<file path="src/rtl/quad_dac_pkg.sv">
package quad_dac_pkg;

  localparam int CODE_W = 16;

  localparam logic [1:0] REG_LO   = 2'd0;
  localparam logic [1:0] REG_HI   = 2'd1;
  localparam logic [1:0] REG_CMD  = 2'd2;
  localparam logic [1:0] REG_STAT = 2'd3;

  typedef enum logic [3:0] {
    OP_WR_SPAN      = 4'h2,
    OP_WR_CODE      = 4'h3,
    OP_UPD          = 4'h4,
    OP_UPD_ALL      = 4'h5,
    OP_WRS_UPD      = 4'h6,
    OP_WRC_UPD      = 4'h7,
    OP_WRS_UPD_ALL  = 4'h8,
    OP_WRC_UPD_ALL  = 4'h9,
    OP_RB_IN_SPAN   = 4'hA,
    OP_RB_IN_CODE   = 4'hB,
    OP_RB_ACT_SPAN  = 4'hC,
    OP_RB_ACT_CODE  = 4'hD,
    OP_NOP          = 4'hF
  } dac_op_e;

  typedef enum logic [1:0] {
    RB_IN_SPAN  = 2'd0,
    RB_IN_CODE  = 2'd1,
    RB_ACT_SPAN = 2'd2,
    RB_ACT_CODE = 2'd3
  } rb_sel_e;

  typedef struct packed {
    logic    wr_span;
    logic    wr_code;
    logic    upd_sel;
    logic    upd_all;
    logic    rb;
    rb_sel_e rb_sel;
  } op_dec_t;

  // Opcode to action flags; anything not listed is a no-op.
  function automatic op_dec_t decode_op(logic [3:0] op);
    op_dec_t d;
    d = '{wr_span: 1'b0, wr_code: 1'b0, upd_sel: 1'b0, upd_all: 1'b0,
          rb: 1'b0, rb_sel: RB_IN_SPAN};
    case (op)
      OP_WR_SPAN:     d.wr_span = 1'b1;
      OP_WR_CODE:     d.wr_code = 1'b1;
      OP_UPD:         d.upd_sel = 1'b1;
      OP_UPD_ALL:     d.upd_all = 1'b1;
      OP_WRS_UPD:     begin d.wr_span = 1'b1; d.upd_sel = 1'b1; end
      OP_WRC_UPD:     begin d.wr_code = 1'b1; d.upd_sel = 1'b1; end
      OP_WRS_UPD_ALL: begin d.wr_span = 1'b1; d.upd_all = 1'b1; end
      OP_WRC_UPD_ALL: begin d.wr_code = 1'b1; d.upd_all = 1'b1; end
      OP_RB_IN_SPAN:  begin d.rb = 1'b1; d.rb_sel = RB_IN_SPAN;  end
      OP_RB_IN_CODE:  begin d.rb = 1'b1; d.rb_sel = RB_IN_CODE;  end
      OP_RB_ACT_SPAN: begin d.rb = 1'b1; d.rb_sel = RB_ACT_SPAN; end
      OP_RB_ACT_CODE: begin d.rb = 1'b1; d.rb_sel = RB_ACT_CODE; end
      default:        ;
    endcase
    return d;
  endfunction

  // Zero-extend a span to the 16-bit readback word.
  function automatic logic [CODE_W-1:0] span_word(logic [3:0] s);
    return {{(CODE_W-4){1'b0}}, s};
  endfunction

endpackage

</file>
<file path="src/rtl/dac_cmd_decode.sv">
module dac_cmd_decode
  import quad_dac_pkg::*;
#(
  parameter int NUM_CH = 4,
  localparam int CH_W = $clog2(NUM_CH)
) (
  input  logic              cmd_wr,
  input  logic [7:0]        cmd_byte,
  output logic [NUM_CH-1:0] wr_span,
  output logic [NUM_CH-1:0] wr_code,
  output logic [NUM_CH-1:0] upd,
  output logic              rb_fire,
  output rb_sel_e           rb_sel,
  output logic [CH_W-1:0]   rb_ch
);
  op_dec_t           dec;
  logic              bcast;
  logic [CH_W-1:0]   ch;
  logic [NUM_CH-1:0] target;
  logic [NUM_CH-1:0] all_ch;

  always_comb begin
    dec    = decode_op(cmd_byte[7:4]);
    bcast  = (cmd_byte[3:0] == 4'hF);
    ch     = cmd_byte[CH_W:1];
    all_ch = {NUM_CH{1'b1}};
    target = bcast ? all_ch : (NUM_CH'(1) << ch);
    wr_span = (cmd_wr && dec.wr_span) ? target : '0;
    wr_code = (cmd_wr && dec.wr_code) ? target : '0;
    if (cmd_wr && dec.upd_all)      upd = all_ch;
    else if (cmd_wr && dec.upd_sel) upd = target;
    else                            upd = '0;
    rb_fire = cmd_wr && dec.rb;
    rb_sel  = dec.rb_sel;
    rb_ch   = ch;
  end
endmodule

</file>
<file path="src/rtl/dac_chan_buf.sv">
module dac_chan_buf #(
  parameter int SPAN_W = 4,
  parameter int CODE_W = 16
) (
  input  logic              clk,
  input  logic              rst_n,
  input  logic              wr_span,
  input  logic              wr_code,
  input  logic              upd,
  input  logic [SPAN_W-1:0] new_span,
  input  logic [CODE_W-1:0] new_code,
  output logic [SPAN_W-1:0] in_span,
  output logic [CODE_W-1:0] in_code,
  output logic [SPAN_W-1:0] act_span,
  output logic [CODE_W-1:0] act_code
);
  // Write and update in one cycle: the active stage takes the fresh value.
  always_ff @(posedge clk or negedge rst_n) begin
    if (!rst_n) begin
      in_span  <= '0;
      in_code  <= '0;
      act_span <= '0;
      act_code <= '0;
    end else begin
      if (wr_span) in_span <= new_span;
      if (wr_code) in_code <= new_code;
      if (upd) begin
        act_span <= wr_span ? new_span : in_span;
        act_code <= wr_code ? new_code : in_code;
      end
    end
  end
endmodule

</file>
<file path="src/rtl/dac_ready_timer.sv">
module dac_ready_timer #(
  parameter int LAT = 4,
  localparam int CW = $clog2(LAT + 1)
) (
  input  logic clk,
  input  logic rst_n,
  input  logic start,
  output logic ready
);
  logic [CW-1:0] remain;

  always_ff @(posedge clk or negedge rst_n) begin
    if (!rst_n)            remain <= '0;
    else if (start)        remain <= CW'(LAT);
    else if (remain != '0) remain <= remain - 1'b1;
  end

  assign ready = (remain == '0);
endmodule

</file>
<file path="src/rtl/quad_dac_regs.sv">
module quad_dac_regs
  import quad_dac_pkg::*;
#(
  parameter int NUM_CH = 4,
  parameter int SPAN_W = 4,
  parameter int LAT    = 4,
  localparam int CH_W  = $clog2(NUM_CH)
) (
  input  logic                       clk,
  input  logic                       rst_n,
  input  logic                       wr_en,
  input  logic [1:0]                 addr,
  input  logic [7:0]                 wdata,
  output logic [7:0]                 rdata,
  output logic                       ready_o,
  output logic [NUM_CH*SPAN_W-1:0]   act_span_o,
  output logic [NUM_CH*CODE_W-1:0]   act_code_o
);
  logic [7:0]        lsb_q, msb_q;
  logic              cmd_wr;
  logic [NUM_CH-1:0] wr_span, wr_code, upd;
  logic              rb_fire;
  rb_sel_e           rb_sel;
  logic [CH_W-1:0]   rb_ch;
  logic [CODE_W-1:0] rb_val;

  logic [SPAN_W-1:0] in_span  [NUM_CH];
  logic [CODE_W-1:0] in_code  [NUM_CH];
  logic [SPAN_W-1:0] act_span [NUM_CH];
  logic [CODE_W-1:0] act_code [NUM_CH];

  assign cmd_wr = wr_en && (addr == REG_CMD);

  dac_cmd_decode #(.NUM_CH(NUM_CH)) u_dec (
    .cmd_wr  (cmd_wr),
    .cmd_byte(wdata),
    .wr_span (wr_span),
    .wr_code (wr_code),
    .upd     (upd),
    .rb_fire (rb_fire),
    .rb_sel  (rb_sel),
    .rb_ch   (rb_ch)
  );

  for (genvar g = 0; g < NUM_CH; g++) begin : g_ch
    dac_chan_buf #(.SPAN_W(SPAN_W), .CODE_W(CODE_W)) u_buf (
      .clk     (clk),
      .rst_n   (rst_n),
      .wr_span (wr_span[g]),
      .wr_code (wr_code[g]),
      .upd     (upd[g]),
      .new_span(lsb_q[SPAN_W-1:0]),
      .new_code({msb_q, lsb_q}),
      .in_span (in_span[g]),
      .in_code (in_code[g]),
      .act_span(act_span[g]),
      .act_code(act_code[g])
    );
    assign act_span_o[g*SPAN_W +: SPAN_W] = act_span[g];
    assign act_code_o[g*CODE_W +: CODE_W] = act_code[g];
  end

  dac_ready_timer #(.LAT(LAT)) u_tmr (
    .clk  (clk),
    .rst_n(rst_n),
    .start(cmd_wr),
    .ready(ready_o)
  );

  always_comb begin
    case (rb_sel)
      RB_IN_SPAN:  rb_val = span_word(4'(in_span[rb_ch]));
      RB_IN_CODE:  rb_val = in_code[rb_ch];
      RB_ACT_SPAN: rb_val = span_word(4'(act_span[rb_ch]));
      default:     rb_val = act_code[rb_ch];
    endcase
  end

  always_ff @(posedge clk or negedge rst_n) begin
    if (!rst_n) begin
      lsb_q <= '0;
      msb_q <= '0;
    end else if (rb_fire) begin
      lsb_q <= rb_val[7:0];
      msb_q <= rb_val[15:8];
    end else if (wr_en && addr == REG_LO) begin
      lsb_q <= wdata;
    end else if (wr_en && addr == REG_HI) begin
      msb_q <= wdata;
    end
  end

  always_comb begin
    case (addr)
      REG_LO:   rdata = lsb_q;
      REG_HI:   rdata = msb_q;
      REG_STAT: rdata = {ready_o, 7'b0};
      default:  rdata = 8'h00;
    endcase
  end
endmodule

</file>
<file path="config.mk">
export PLATFORM = sky130hd
export DESIGN_NAME = quad_dac_regs
export DESIGN_NICKNAME = d
export VERILOG_FILES = /design/src/rtl/quad_dac_pkg.sv /design/src/rtl/dac_cmd_decode.sv /design/src/rtl/dac_chan_buf.sv /design/src/rtl/dac_ready_timer.sv /design/src/rtl/quad_dac_regs.sv
export SDC_FILE = /design/constraint.sdc
export NUM_CORES = 1
export LEC_CHECK = 0
export CAP_MARGIN = 10
export CORE_MARGIN = 10
export CORE_UTILIZATION = 50
export CTS_BUF_LIST = sky130_fd_sc_hd__clkbuf_16
export CTS_CLUSTER_SIZE = 24
export DETAILED_ROUTE_END_ITERATION = 16
export HOLD_SLACK_MARGIN = 0.1
export PLACE_DENSITY = 0.73
export RECOVER_POWER = 25
export SLEW_MARGIN = 20
export SYNTH_ARGS = -nofsm -noshare
export SYNTH_HDL_FRONTEND = slang
export SYNTH_SLANG_ARGS = --single-unit
export TNS_END_PERCENT = 5
</file>
<file path="constraint.sdc">
create_clock -name clk -period 3.3 [get_ports clk]
set_clock_uncertainty 0.15 [all_clocks]
set_input_delay 0.825 -clock clk [delete_from_list [all_inputs] [get_ports clk]]
set_output_delay 0.825 -clock clk [all_outputs]
set_load 0.1 [all_outputs]
</file>
==> impl_metrics.py <==
metrics = {
    "worst_setup_path": {
        "required_ns": 2.32,
        "path_cells": "clkdlybuf4s50_1 > buf_4 > mux2i_1 > nor2_1 > buf_12",
        "critical-path-top-delay-family": "buffers and inverters",
        "cp-end-kind": "output port",
        "cp_max_fo": 13,
        "arrival_ns": 2.19,
        "slowest_stage": "clkdlybuf4s50_1",
        "start_kind": "primary input",
        "crit_buf_inv": 3,
        "slowest_delay_ns": 0.48,
        "crit_type": "primary input to output port",
    },
    "placement": {
        "dp_hpwl_um": 15700,
        "gp_congestion": 0.885,
        "io_buffers": 101,
    },
    "floorplanning": {
        "die_x_um": 150,
        "die_y_um": 150,
        "rows": 47,
        "ioPinCount": 102,
        "dieArea_um2": 22500,
        "initial_utilization_pct": 50.8,
        "core_um2": 16600,
    },
    "cells_and_area": {
        "fillers": 1264,
        "syn_to_final_growth_pct": 23.5,
        "insertedDiodeCount": 0,
        "drive_gt1_share_pct": 53.4,
        "final_nets": 714,
        "utilization_pct": 62.8,
    },
    "clock_network": {
        "cts-hold-fix-buffers": 0,
        "cts_setup_buffers": 0,
        "cts_buffer_depth": 2,
        "cts_root_buf": "clkbuf_16",
        "clock_sinks": 179,
        "cts.htree.levels": 4,
        "tritoncts": "yes",
        "cts_resized": 0,
        "clock_latency_ns": 0.44,
        "clk_pin_slew_worst_paths_ns": 0.07,
        "cts_buffers": 17,
    },
    "pwr": {
        "peakVddDrop_mv": 0.414,
        "power.density_nw_per_um2": 653,
        "leakagePower_nw": 5.05,
    },
    "route": {
        "vias": 5470,
        "wl_per_cell_um": 23.8,
        "drt-pass1-iter-count": 5,
        "drt-total-wl_um": 22100,
        "first_iter_violations": 276,
        "drc": 0,
        "ant_nets": 0,
        "viasPerCell": 5.87,
    },
    "yosys": {
        "yosys_warnings": 0,
        "syn_inst": 573,
        "synth-compound-area-share_pct": 4.93,
        "synth_cell_types": 46,
        "yosys.area_share.xor_xnor_pct": 0.208,
        "yosys.area_share.simple_pct": 4.35,
        "synth_top_family_by_area": "multiplexers",
        "synth.area.mux_share_pct": 34.2,
        "seq_area_frac_synth_pct": 53.1,
        "synth_seq_cells": 179,
        "synth_fp_nets": 588,
        "synthAdderAreaFrac_pct": 0.297,
        "synth_area_um2": 8430,
        "syn_area_per_cell_um2": 14.7,
    },
    "timing": {
        "setup_viol": 0,
        "rsz0062_at_grt": "false",
        "clock.fmax_ghz": 0.316,
        "whs_ns": 0.371,
        "fin_crit_sh_pct": 95.9,
        "tightest_slew_ns": 2.10,
        "hold_viol_final": 0,
        "slew_violations": 82,
        "period_needed_ns": 3.17,
        "max-slew-margin-rel_pct": -40.2,
    },
    "global_route": {
        "globalRoute.totalOverflow": 0,
        "met3_usage_pct": 5.53,
        "met2_usage_pct": 33.1,
        "use_met1_pct": 25.3,
        "grt_pass1_vias": 6148,
        "grt_max_degree": 83,
        "globalRouteTotalUtil_pct": 20.4,
        "busiest_layer": "met2",
        "antenna_found_initial": 0,
        "grt_pass1_wl_um": 34900,
    },
    "min_path": {
        "hold_class": "flip-flop to flip-flop",
    },
    "status": {
        "violations": "max-capacitance violations, max-slew violations",
        "outcome": "finished with violations",
    },
    "job": {
        "drv_cap": 1,
    },
}
==> where the power goes <==
| part | total [mW] | switching (mW) | internal [mW] |
|---|---|---|---|
| Sequential | 2.76 | 0.256 | 2.50 |
| Combinational | 2.00 | 1.36 | 0.637 |
| Clock | 2.04 | 0.908 | 1.14 |
==> worst paths after layout <==
check | from | slack [ns] | endpoint | cells after the start
worst max-delay path | addr[0] | 0.13 | rdata[1] | 5
worst min-delay path | g_ch[3].u_buf.in_code[15] | 0.37 | g_ch[3].u_buf.in_code[15] | 1
worst max register to register | g_ch[3].u_buf.act_span[3] | 1.46 | lsb_q[3] | 5
worst min register to register | g_ch[3].u_buf.in_code[15] | 0.37 | g_ch[3].u_buf.in_code[15] | 1
max in group asynchronous | rst_n | 0.85 | g_ch[1].u_buf.in_code[2] | 2
min in group asynchronous | rst_n | 0.82 | g_ch[2].u_buf.act_code[2] | 1
==> synth_stat cells, drive strengths merged <==
master / number / area [um^2]
a211o: 1 / 8.76
a211oi: 2 / 15.0
a21bo: 1 / 10.0
a21boi: 1 / 7.51
a21oi: 9 / 45.0
a221o: 8 / 80.1
a221oi: 8 / 70.1
a31oi: 4 / 25.0
and2: 3 / 18.8
and3: 1 / 6.26
and3b: 2 / 17.5
and4b: 1 / 10.0
buf: 21 / 143
clkbuf: 19 / 71.3
dfrtp: 179 / 4480
ha: 2 / 25.0
inv: 7 / 26.3
mux2: 160 / 1880
mux2i: 11 / 110
mux4: 40 / 901
nand2: 20 / 75.1
nand2b: 5 / 38.8
nand3: 2 / 10.0
nand3b: 1 / 7.51
nand4: 1 / 6.26
nand4b: 1 / 8.76
nor2: 24 / 95.1
nor2b: 2 / 12.5
nor3: 1 / 16.3
nor3b: 1 / 7.51
o211ai: 1 / 7.51
o21a: 4 / 30.0
o21ai: 22 / 110
o22ai: 1 / 6.26
or3: 4 / 25.0
or3b: 1 / 11.3
xnor2: 1 / 8.76
xor2: 1 / 8.76
==> flip-flops by register name, indices dropped and copies added (netlist names) <==
signal               cells
g_ch.u_buf.in_code      64
msb_q                    8
lsb_q                    8
g_ch.u_buf.in_span      16
g_ch.u_buf.act_span     16
u_tmr.remain             3
g_ch.u_buf.act_code     64
==> layer usage <==
metal | routed length, um | vias to the layer above
met2 | 11100 | 169
met4 | 500 | 0
met1 | 9190 | 2858
li1 | - | 2403
met5 | 0 | -
met3 | 1400 | 40
==> cell type report <==
type	instances	area (um^2)	share of cell area [%]
Multi-Input combinational cell	347	3730	35.8
Timing Repair Buffer	147	1300	12.5
Clock inverter	15	173	1.66
Sequential cell	179	4480	43.0
Clock buffer	17	425	4.09
Inverter	7	26.3	0.252
Tap cell	220	275	2.64
==> layout by cell type (no fill, tap or decap), drive strengths merged, types with 2 or more instances in the layout <==
cell	n
buf	136
nand3	2
mux2i	11
nor2b	2
and3b	2
a211oi	2
bufinv	2
clkbuf	19
nand2b	5
a31oi	4
inv	13
nand2	20
ha	2
a221o	8
a21oi	9
mux2	160
clkinv	4
nor2	24
and2	3
o21ai	22
a221oi	8
clkdlybuf4s50	9
clkinvlp	3
o21a	4
dfrtp	179
mux4	40
or3	4
==> logic make-up after synthesis <==
kind of cell,after synthesis
AO/OA/AOI/OAI,62
multiplexers,211
flip-flops,179
XOR/XNOR,2
AND/OR/NAND/NOR,70
adder cells (fa/ha/maj),2
buffers and inverters,47
==> stage by stage <==
step	power [mW]	setup TNS [ns]	setup slack [ns]	instances	cell area, um^2
after floorplan	4.23	-2.03	-0.289	573	8440
after global placement	4.76	-2.73	-0.0706	900	9820
after detailed placement	4.81	-5.07	-0.111	900	9820
after CTS	6.86	0	0.132	932	10400
after global routing	7.07	0	0.0460	932	10400
final	6.80	0	0.134	932	10400
==> worst reg2reg max path, delay by kind of cell, from the launching register on <==
kind / cells / cell delay, ns
AOI/OAI and AO/OA: 3 / 0.51
and+or+nand+nor: 1 / 0.15
DFF: 1 / 0.40
muxes: 1 / 0.48
Note: power is estimated with default switching activity, not from simulation.
